==> config.mk <==
export PLATFORM = sky130hd
export DESIGN_NAME = cfg_byte_loader
export DESIGN_NICKNAME = d
export VERILOG_FILES = /design/src/rtl/cbl_pkg.sv /design/src/rtl/cbl_wr_sync.sv /design/src/rtl/cbl_half_timer.sv /design/src/rtl/cfg_byte_loader.sv
export SDC_FILE = /design/constraint.sdc
export NUM_CORES = 1
export LEC_CHECK = 0
export ABC_AREA = 0
export CAP_MARGIN = 20
export CELL_PAD_IN_SITES_DETAIL_PLACEMENT = 1
export CELL_PAD_IN_SITES_GLOBAL_PLACEMENT = 1
export CORE_ASPECT_RATIO = 0.9
export CORE_UTILIZATION = 42
export CTS_BUF_LIST = sky130_fd_sc_hd__clkbuf_4 sky130_fd_sc_hd__clkbuf_8 sky130_fd_sc_hd__clkbuf_16
export DETAILED_ROUTE_END_ITERATION = 12
export GPL_TIMING_DRIVEN = 0
export HOLD_SLACK_MARGIN = 0.05
export PLACE_DENSITY_LB_ADDON = 0.1
export SLEW_MARGIN = 20
export SYNTH_ARGS = -nofsm -noshare
export SYNTH_HDL_FRONTEND = slang
export SYNTH_SLANG_ARGS = --single-unit
export TNS_END_PERCENT = 30
==> constraint.sdc <==
create_clock -name clk -period 1.65 [get_ports clk]
set_input_delay 0.4125 -clock clk [delete_from_list [all_inputs] [get_ports clk]]
set_output_delay 0.4125 -clock clk [all_outputs]
set_load 0.01 [all_outputs]
==> src/rtl/cbl_pkg.sv <==
package cbl_pkg;

    typedef enum logic [1:0] {
        ST_IDLE     = 2'd0,
        ST_BIT_LOW  = 2'd1,
        ST_BIT_HIGH = 2'd2
    } cbl_state_t;

endpackage

==> src/rtl/cbl_wr_sync.sv <==
// Qualifies and synchronizes the host write, then emits one capture pulse
// when the qualified condition ends.
module cbl_wr_sync #(
    parameter int DATA_W      = 8,
    parameter int SYNC_STAGES = 2
) (
    input  logic              clk,
    input  logic              rst,
    input  logic              wr_n,
    input  logic              cs0_n,
    input  logic              cs1_n,
    input  logic              cs2,
    input  logic [DATA_W-1:0] din,
    output logic              cap_pulse,
    output logic [DATA_W-1:0] cap_data
);

    logic                   qual_raw;
    logic [SYNC_STAGES-1:0] q_pipe;
    logic [DATA_W-1:0]      d_pipe [SYNC_STAGES];
    logic                   qual_prev;
    logic [DATA_W-1:0]      hold_q;

    assign qual_raw = ~wr_n & ~cs0_n & ~cs1_n & cs2;

    always_ff @(posedge clk) begin
        if (rst) begin
            q_pipe <= '0;
        end else begin
            q_pipe <= {q_pipe[SYNC_STAGES-2:0], qual_raw};
        end
    end

    // data travels alongside its qualifier
    always_ff @(posedge clk) begin
        d_pipe[0] <= din;
        for (int i = 1; i < SYNC_STAGES; i++) begin
            d_pipe[i] <= d_pipe[i-1];
        end
    end

    always_ff @(posedge clk) begin
        if (rst) begin
            qual_prev <= 1'b0;
            hold_q    <= '0;
        end else begin
            qual_prev <= q_pipe[SYNC_STAGES-1];
            if (q_pipe[SYNC_STAGES-1]) begin
                hold_q <= d_pipe[SYNC_STAGES-1];
            end
        end
    end

    assign cap_pulse = qual_prev & ~q_pipe[SYNC_STAGES-1];
    assign cap_data  = hold_q;

endmodule

==> src/rtl/cbl_half_timer.sv <==
// Counts system clocks while running and flags each elapsed half period.
module cbl_half_timer #(
    parameter int HALF_PERIOD = 2
) (
    input  logic clk,
    input  logic rst,
    input  logic run,
    output logic tick
);

    localparam int CNT_W = (HALF_PERIOD > 1) ? $clog2(HALF_PERIOD) : 1;

    logic [CNT_W-1:0] cnt_q;

    assign tick = run && (cnt_q == CNT_W'(HALF_PERIOD - 1));

    always_ff @(posedge clk) begin
        if (rst || !run || tick) begin
            cnt_q <= '0;
        end else begin
            cnt_q <= cnt_q + 1'b1;
        end
    end

endmodule

==> src/rtl/cfg_byte_loader.sv <==
module cfg_byte_loader
    import cbl_pkg::*;
#(
    parameter int DATA_W      = 8,
    parameter int HALF_PERIOD = 2,
    parameter int SYNC_STAGES = 2
) (
    input  logic              clk,
    input  logic              rst,
    input  logic              wr_n,
    input  logic              cs0_n,
    input  logic              cs1_n,
    input  logic              cs2,
    input  logic [DATA_W-1:0] din,
    output logic              dout,
    output logic              cclk,
    output logic              rdy,
    output logic              wr_err
);

    localparam int IDX_W = (DATA_W > 1) ? $clog2(DATA_W) : 1;
    localparam logic [IDX_W-1:0] LAST_IDX = IDX_W'(DATA_W - 1);

    cbl_state_t        state_q, state_d;
    logic              cap_pulse;
    logic [DATA_W-1:0] cap_data;
    logic              tick;
    logic              run;
    logic [DATA_W-1:0] shreg_q;
    logic [IDX_W-1:0]  idx_q;
    logic              err_q;

    cbl_wr_sync #(
        .DATA_W      (DATA_W),
        .SYNC_STAGES (SYNC_STAGES)
    ) u_wr_sync (
        .clk       (clk),
        .rst       (rst),
        .wr_n      (wr_n),
        .cs0_n     (cs0_n),
        .cs1_n     (cs1_n),
        .cs2       (cs2),
        .din       (din),
        .cap_pulse (cap_pulse),
        .cap_data  (cap_data)
    );

    assign run = (state_q != ST_IDLE);

    cbl_half_timer #(
        .HALF_PERIOD (HALF_PERIOD)
    ) u_timer (
        .clk  (clk),
        .rst  (rst),
        .run  (run),
        .tick (tick)
    );

    // next-state decode
    always_comb begin
        state_d = state_q;
        unique case (state_q)
            ST_IDLE:     if (cap_pulse) state_d = ST_BIT_LOW;
            ST_BIT_LOW:  if (tick)      state_d = ST_BIT_HIGH;
            ST_BIT_HIGH: if (tick)      state_d = (idx_q == LAST_IDX) ? ST_IDLE : ST_BIT_LOW;
            default:                    state_d = ST_IDLE;
        endcase
    end

    // state register
    always_ff @(posedge clk) begin
        if (rst) begin
            state_q <= ST_IDLE;
        end else begin
            state_q <= state_d;
        end
    end

    // datapath: buffer/shift register, bit index, rejection flag
    always_ff @(posedge clk) begin
        if (rst) begin
            shreg_q <= '0;
            idx_q   <= '0;
            err_q   <= 1'b0;
        end else begin
            err_q <= cap_pulse && (state_q != ST_IDLE);
            if (state_q == ST_IDLE && cap_pulse) begin
                shreg_q <= cap_data;
                idx_q   <= '0;
            end else if (state_q == ST_BIT_HIGH && tick) begin
                shreg_q <= {shreg_q[DATA_W-2:0], 1'b0};
                idx_q   <= idx_q + 1'b1;
            end
        end
    end

    // outputs
    always_comb begin
        rdy    = 1'b1;
        cclk   = 1'b0;
        dout   = 1'b1;
        wr_err = err_q;
        unique case (state_q)
            ST_IDLE: begin
                rdy = 1'b1;
            end
            ST_BIT_LOW: begin
                rdy  = 1'b0;
                dout = shreg_q[DATA_W-1];
            end
            ST_BIT_HIGH: begin
                rdy  = 1'b0;
                cclk = 1'b1;
                dout = shreg_q[DATA_W-1];
            end
            default: begin
                rdy = 1'b1;
            end
        endcase
    end

endmodule

## Word level (Yosys, flattened, before mapping)

Memory sizes are Yosys's and may differ from the RTL's. A register that Yosys moved wholly into a read port is not among the register bits.
Index checks and enable logic that the tools add are counted.

| storage, ports and cells | value |
|---|---|
| flip-flop bits (word level) | 18 |
| output and inout bits | 4 |
| memories | 1 |
| word-level logic and storage cells | 47 |
| bits in writable memories | 16 |

| cells by class | value |
|---|---|
| reduce and logical (&&, ||, !) cells | 13 |
| add/sub/neg operators | 2 |
| eq/ne operators | 6 |
| bitwise operators | 8 |
| multiplexer cells | 10 |

Memory list:

| name | depth | bits a word | rd ports | clocked after Yosys merged registers in | wr ports | RTL line | source |
|---|---|---|---|---|---|---|---|
| u_wr_sync.d_pipe | 2 | 8 | 2 | 1 | 2 | cbl_wr_sync.sv:20 | `logic [DATA_W-1:0] d_pipe [SYNC_STAGES];` |

Operators by type and width:

| operator | number |
|---|---|
| $mux 8 | 2 |
| $mux 2 | 3 |
| $ne 2x2->1 const B | 3 |
| $pmux 2 s3 | 1 |
| $and 1x1->1 | 4 |
| $logic_and 1x1->1 | 4 |
| $mux 1 | 4 |
| $not 1->1 | 4 |
| $reduce_bool 2->1 | 2 |
| $reduce_or 2->1 | 2 |
| $add 3x1->3 const B | 1 |
| $eq 3x3->1 const B | 1 |
| $reduce_and 3->1 | 1 |
| $eq 2x1->1 const B | 1 |
| $eq 2x2->1 const B | 1 |
| $logic_not 2->1 | 1 |
| $logic_or 1x1->1 | 2 |
| $add 1x1->1 const B | 1 |
| $logic_not 1->1 | 1 |

## Logic depth before layout (Yosys ltp)

Gate-level depths: netlist of run 1.

| logic depth | value |
|---|---|
| depth after elaboration | 5 |
| depth in mapped cells | 6 |
| depth with buffers taken out | 5 |

## By module

Synthesis of run 1 repeated with hierarchy kept, for this count alone.

| unflattened totals | value |
|---|---|
| cell total of the unflattened synthesis | 136 |
| area, all modules | 1492.7 µm² |

Modules (own cells, without submodules):

| module | sequential area each (µm²) | cells each | instances | area each (µm²) |
|---|---|---|---|---|
| cfg_byte_loader | 280.3 | 83 | 1 | 753.2 |
| cbl_wr_sync | 540.5 | 50 | 1 | 699.4 |
| cbl_half_timer | 20.0 | 3 | 1 | 40.0 |

## Worst setup path before layout of run 1

OpenSTA, ideal clock, no wires.

| timing path | value |
|---|---|
| kind | register to register |
| start | register state_q[0] |
| end | register shreg_q[6] |
| data arrival time | 1.333 ns |
| setup slack | 0.231 ns |
| stages on the path, launching flop included | 7 |
| setup time | 0.086 ns |
| data required time | 1.564 ns |
| cells stage by stage | dfxtp_1 > inv_1 > ha_1 > nand3b_4 > buf_12 > mux2i_1 > a211oi_1 |

| on the way | value |
|---|---|
| longest elaborated chain between the ends | 4 |
| elaborated cells on any way between the ends | 8 |
| classes of those cells | eq/ne: 1; mux: 1; reduce/logical: 6 |

RTL lines:

| what | RTL line | source |
|---|---|---|
| from (decl) | cfg_byte_loader.sv:24 | `cbl_state_t state_q, state_d;` |
| from (signal assigned) | cfg_byte_loader.sv:75 | `state_q <= state_d;` |
| $reduce_bool 2->1 | cfg_byte_loader.sv:48 | `assign run = (state_q != ST_IDLE);` |
| $logic_and 1x1->1 | cbl_half_timer.sv:15 | `assign tick = run && (cnt_q == CNT_W'(HALF_PERIOD - 1));` |
| $logic_and 1x1->1 | cfg_byte_loader.sv:90 | `end else if (state_q == ST_BIT_HIGH && tick) begin` |
| $reduce_bool 2->1 (no line) | -- |  |
| to (signal assigned) | cfg_byte_loader.sv:88 | `shreg_q <= cap_data;` |
| to (signal assigned) | cfg_byte_loader.sv:91 | `shreg_q <= {shreg_q[DATA_W-2:0], 1'b0};` |
| to (decl) | cfg_byte_loader.sv:29 | `logic [DATA_W-1:0] shreg_q;` |

Parallel ways exist; a longest one is shown, timed or not.
A chain may end at the register's enable or synchronous reset.

## Worst setup path after layout of run 1

| timing path | value |
|---|---|
| start | register state_q[1] |
| end | output port cclk |

| on the way | value |
|---|---|
| longest elaborated chain between the ends | 2 |

RTL lines:

| what | RTL line | source |
|---|---|---|
| $eq 2x2->1 | cfg_byte_loader.sv:103 | `unique case (state_q)` |
| $mux 1 | cfg_byte_loader.sv:103 |  |
| to (decl) | cfg_byte_loader.sv:16 | `output logic cclk,` |

No other way between the ends.

==> impl_metrics.toml, run 1 <==
[clock_network]
numCtsBuffers = 5
clkSlewWorstSetupHoldPaths_ns = 0.08
cts.sinks = 42
ctsHtreeMaxLevel = 2
cts_root_buf = "clkbuf_8"
postCtsHoldBufs = 0
tritoncts = "built"
clock_latency_ns = 0.29
clockBufferDepth = 2

[sta]
worst_slack_ns = 0.0568
period_needed_ns = 1.59
finalMaxSlewViolations = 0
hold_violations = 0
relSlewSlack_pct = 70.8
rsz0062_at_grt = "false"
tns_ns = 0
fin_skew_ns = 0.00490
max_freq_mhz = 628
setup_viol = 0
worst_pin_slew_ns = 0.438
fin_crit_sh_pct = 96.6

[placement]
pre_cts_ws_ns = -0.192
dpl-instance-area_um2 = 1670
place.gp.congestion = 0.702
portBuffers = 16
place_hpwl_um = 1800

[setup_path]
endpoint = "cclk"
path_class = "reg -> out"
worst_r2r_startpoint = "state_q[1]$_SDFFE_PP0P_"
cp.required_ns = 1.24
rrSetupSlack_ns = 0.21
reg2reg_to = "shreg_q[2]$_SDFFE_PP0P_"
cp_max_fo = 5
endpoint_kind = "output pin"
critPathLaunchType = "flop"
cp_data_arrival_time_ns = 1.18
startpoint = "state_q[1]$_SDFFE_PP0P_"
rr_worst_depth = 6

[power_and_ir_drop]
power_density_nw_per_um2 = 1040
p_leak_nw = 0.799
total_power_mw = 1.88
peakVddDrop_uv = 792

[cells_and_area]
final_util_pct = 56.8
fin_area_um2 = 1810
drive_gt1_share_pct = 15.7
area_growth_pct = 24.0
antenna_cells = 0
fin_nets = 173

[synth]
synth_area_um2 = 1460
synth-warning-count = 0
ys_types = 24
syn_area_per_cell_um2 = 11.6
synth-seq-cells = 42
synthCells = 126
seq_area_frac_synth_pct = 57.6
syn-num-nets = 147

[route]
wire_per_inst_um = 13.1
postRouteAntennaNets = 0
drt_iter0_drc = 17
drt_pass1_iterations = 3
routed_wl_um = 2560
vias = 938
drt-vias-per-instance = 4.81
drcViolationCount = 0

[floorplanning]
pin_count = 18
fp.dieH_um = 57.9
rows = 19
die-area_um2 = 3710
coreArea_um2 = 3190
die-width_um = 64.1
start_util_pct = 45.8

[grt]
globalRouteOverflowTotal = 0
grt_util_all_layers_pct = 16.3
first_global_vias = 974
grt_max_degree = 16
antenna_found_initial = 0
grt_pass1_wl_um = 4430

[run]
max_cap_violations = 0

[run_status]
run_status = "complete, no violations"

[min_path]
hold_path_class = "reg -> reg"
-- cells in the final DEF, fill, tap and decap left out --
cell type / instances
a21oi_1: 2
nand2_1: 1
inv_1: 2
xor2_1: 1
clkbuf_8: 5
nand3_1: 1
dfxtp_4: 2
clkdlybuf4s15_1: 1
nor4b_1: 2
mux2i_1: 19
buf_2: 4
nor2_1: 16
clkdlybuf4s50_1: 13
o21bai_1: 1
ha_4: 2
buf_12: 1
inv_2: 2
nand2b_1: 4
a211oi_1: 7
inv_6: 1
and2_1: 1
nand3b_1: 1
nand3b_4: 1
buf_4: 3
nor2b_1: 3
dfxtp_1: 40
clkinvlp_4: 2
nor4_1: 1
and3b_2: 1
o21ai_0: 1
clkbuf_1: 3
ha_1: 5
nor3_1: 4
-- worst min path at each step --
stage               slack [ns]                            from                        endpoint  cells past startpoint
finish                    0.33  u_wr_sync.d_pipe[0][4]$_DFF_P_  u_wr_sync.d_pipe[1][4]$_DFF_P_                      0
floorplan                 0.31  u_wr_sync.d_pipe[0][0]$_DFF_P_  u_wr_sync.d_pipe[1][0]$_DFF_P_                      0
CTS                       0.33  u_wr_sync.d_pipe[0][1]$_DFF_P_  u_wr_sync.d_pipe[1][1]$_DFF_P_                      0
detailed placement        0.31  u_wr_sync.d_pipe[0][4]$_DFF_P_  u_wr_sync.d_pipe[1][4]$_DFF_P_                      0
global route              0.34  u_wr_sync.d_pipe[0][3]$_DFF_P_  u_wr_sync.d_pipe[1][3]$_DFF_P_                      0
global placement          0.31  u_wr_sync.d_pipe[0][5]$_DFF_P_  u_wr_sync.d_pipe[1][5]$_DFF_P_                      0
-- kinds of logic (layout without fill, tap and decap cells) --
kind of cell	count (synthesis)	after routing	share of synthesized area, %
mux	19	19	13.0
compound gates	11	11	5.15
flops	42	42	57.6
xor+xnor	1	1	0.600
simple gates	36	36	13.7
buf+inv	10	37	3.86
fa+ha+maj	7	7	6.00
-- through the flow --
step	hold WS [ns]	cells
after floorplan	0.310	126
after global placement	0.310	184
after detailed placement	0.313	184
after CTS	0.333	195
after global routing	0.338	195
final	0.331	195
-- state kept, by name, summed over array words and instances, names as in the netlist --
| signal | count |
|---|---|
| wr_err | 1 |
| u_wr_sync.d_pipe | 16 |
| state_q | 2 |
| u_wr_sync.cap_data | 8 |
| u_wr_sync.q_pipe | 2 |
| u_timer.cnt_q | 1 |
| u_wr_sync.qual_prev | 1 |
| shreg_q | 8 |
| idx_q | 3 |
-- synth_stat cells (all sizes together) --
cell type  instances  area share (%)
a211oi             7             3.6
a21oi              2            0.69
and2               1            0.43
and3b              1            0.69
buf                3             2.1
clkbuf             3            0.77
dfxtp             42              58
ha                 7             6.0
inv                4             1.0
mux2i             19              13
nand2              1            0.26
nand2b             4             1.7
nand3              1            0.34
nand3b             2             1.9
nor2              16             4.1
nor2b              3             1.3
nor3               4             1.4
nor4               1            0.43
nor4b              2             1.2
o21ai              1            0.34
o21bai             1            0.51
xor2               1            0.60
-- final cells by class --
| cell class | instances | area (um^2) |
|---|---|---|
| clock inverter | 3 | 23.8 |
| inverter | 4 | 15.0 |
| buffer | 6 | 41.3 |
| timing repair buffer | 19 | 173 |
| fill | 332 | 1380 |
| multi-input combinational | 74 | 587 |
| tap | 42 | 52.6 |
| sequential | 42 | 848 |
| clock buffer | 5 | 68.8 |
-- critical path: stages (launching register included) --
cell and delay, ns:
dfxtp_4 0.36, buf_4 0.13, ha_4 0.17, clkdlybuf4s15_1 0.23
-- per-layer routing --
metal  vias to the layer above  global-route usage [%]  share of wire [%]
li1                        478                       -                  -
met2                        14                    27.1                 50
met4                         0                    5.71               0.51
met5                         -                       0                  0
met3                         2                    6.50                2.9
met1                       444                    19.2                 47
-- power breakdown --
group	switching (mW)	internal [mW]
logic	0.0673	0.0806
clock network	0.359	0.302
registers	0.0195	1.05
total	0.446	1.43
-- what timing repair did --
item,CTS,global route
buffers inserted,3,0
gates resized for setup,18,1
setup endpoints to repair,5,1
Note: power is estimated with default switching activity, not from simulation.
==> inputs of run 2 (changes only) <==
--- a/config.mk
+++ b/config.mk
@@ -10,6 +10,7 @@
 export CELL_PAD_IN_SITES_DETAIL_PLACEMENT = 1
 export CELL_PAD_IN_SITES_GLOBAL_PLACEMENT = 1
 export CORE_ASPECT_RATIO = 0.9
+export CORE_MARGIN = 2
 export CORE_UTILIZATION = 42
 export CTS_BUF_LIST = sky130_fd_sc_hd__clkbuf_4 sky130_fd_sc_hd__clkbuf_8 sky130_fd_sc_hd__clkbuf_16
 export DETAILED_ROUTE_END_ITERATION = 12
==> impl_metrics.toml, run 2 (synthesis results as in run 1) <==
[sta]
finalMaxSlewViolations = 0
hold_violations = 0
worst_slack_ns = 0.0428
period_needed_ns = 1.61
fin_skew_ns = 0.00465
fin_crit_sh_pct = 97.4
rsz0062_at_grt = "false"
setup_viol = 0
tns_ns = 0
worst_pin_slew_ns = 0.462
max_freq_mhz = 622
relSlewSlack_pct = 69.2

[placement]
place_hpwl_um = 1820
dpl-instance-area_um2 = 1670
portBuffers = 16
place.gp.congestion = 0.687
place_inst = 186
pre_cts_ws_ns = -0.207

[cells_and_area]
largest-register = "u_wr_sync.d_pipe"
largest_reg_flops = 16
fin_area_um2 = 1790
antenna_cells = 0
drive_gt1_share_pct = 14.0
register_area_um2 = 848
final_common_cell = "dfxtp_1"
finalNonFillerCells = 194
fillCellCount = 376
area_growth_pct = 22.8
fin_nets = 170
layout_common_cells = "dfxtp_1 (40), mux2i_1 (19), nor2_1 (16)"
multiInputGateArea_um2 = 587

[grt]
grt_pass1_wl_um = 4400
grt_max_degree = 14
antenna_found_initial = 0
met2_usage_pct = 25.9
globalRouteOverflowTotal = 0
grt_util_all_layers_pct = 15.2
grtUsageMet3_pct = 3.95
first_global_vias = 989
grt_busiest_layer = "met2"
use_met1_pct = 17.9

[setup_path]
cp_data_arrival_time_ns = 1.19
path_class = "reg -> out"
cp.required_ns = 1.24
endpoint_kind = "output pin"
critPathLaunchType = "flop"
cp_max_fo = 5

[floorplanning]
start_util_pct = 43.5
die-width_um = 66.1
coreArea_um2 = 3350
fp.dieH_um = 59.9
pin_count = 18
die-area_um2 = 3960
rows = 20

[min_path]
hold_path_class = "reg -> reg"

[power_and_ir_drop]
p_leak_nw = 0.789
power_density_nw_per_um2 = 1050
total_power_mw = 1.88
peakVddDrop_uv = 825

[clock_network]
cts.sinks = 42
cts_root_buf = "clkbuf_8"
postCtsHoldBufs = 0
clockBufferDepth = 2
ctsHtreeMaxLevel = 2
clock_latency_ns = 0.28
clkSlewWorstSetupHoldPaths_ns = 0.08
tritoncts = "built"
post-cts-setup-buffers = 0
numCtsBuffers = 5

[run]
max_cap_violations = 0

[route]
drt_iter0_drc = 20
drt-vias-per-instance = 4.80
drt_pass1_iterations = 4
drcViolationCount = 0
routed_wl_um = 2520
wire_per_inst_um = 13.0
postRouteAntennaNets = 0
vias = 932

[run_status]
run_status = "complete, no violations"
run 2: cell types whose count changed in the layout (fill, tap and decap cells not counted):
cell        change
buf_4           -3
clkbuf_8        +1
clkinv_2        +1
clkinvlp_4      -1
inv_6           -1
run 2: worst max-delay path, stage by stage (launching register included):
cell and delay (ns):
dfxtp_4 0.38, inv_2 0.07, ha_4 0.28, nand2b_1 0.05, buf_2 0.13
run 2: stage by stage:
stage	util, %	hold slack (ns)
CTS	53.4	0.333
floorplan	-	0.310
detailed placement	49.9	0.315
global placement	49.9	0.310
finish	53.4	0.327
global route	53.4	0.337
run 2: final timing paths:
path	start	slack, ns	cells past startpoint	to
worst min register to register	u_wr_sync.d_pipe[0][6]$_DFF_P_	0.33	0	u_wr_sync.d_pipe[1][6]$_DFF_P_
worst max-delay path	state_q[0]$_SDFFE_PP0P_	0.04	4	dout
worst max register to register	state_q[0]$_SDFFE_PP0P_	0.21	6	shreg_q[7]$_SDFFE_PP0P_
worst min-delay path	u_wr_sync.d_pipe[0][6]$_DFF_P_	0.33	0	u_wr_sync.d_pipe[1][6]$_DFF_P_
run 2: where the power goes:
group	leakage, nW	switching [mW]	internal, mW
Sequential	0.346	0.0240	1.05
Combinational	0.395	0.0618	0.0751
Clock	0.0472	0.332	0.336
Total	0.789	0.417	1.46
run 2: metal layers:
layer	vias up	wire length, um
met4	0	39
met1	442	1160
met3	4	96
met2	16	1230
met5	-	0
li1	470	-
run 2: area by class of cell:
type | instances | area share (%)
clock buffer | 6 | 4.61
buffer | 6 | 2.30
multi-input combinational | 74 | 32.8
sequential | 42 | 47.3
timing repair buffer | 16 | 8.38
tap | 44 | 3.07
clock inverter | 2 | 0.698
inverter | 4 | 0.838
run 2: repair_timing:
action | 4_1_cts | 5_1_grt
setup endpoints to repair | 4 | 1
gates resized for setup | 18 | 1
pin swaps | 0 | 0
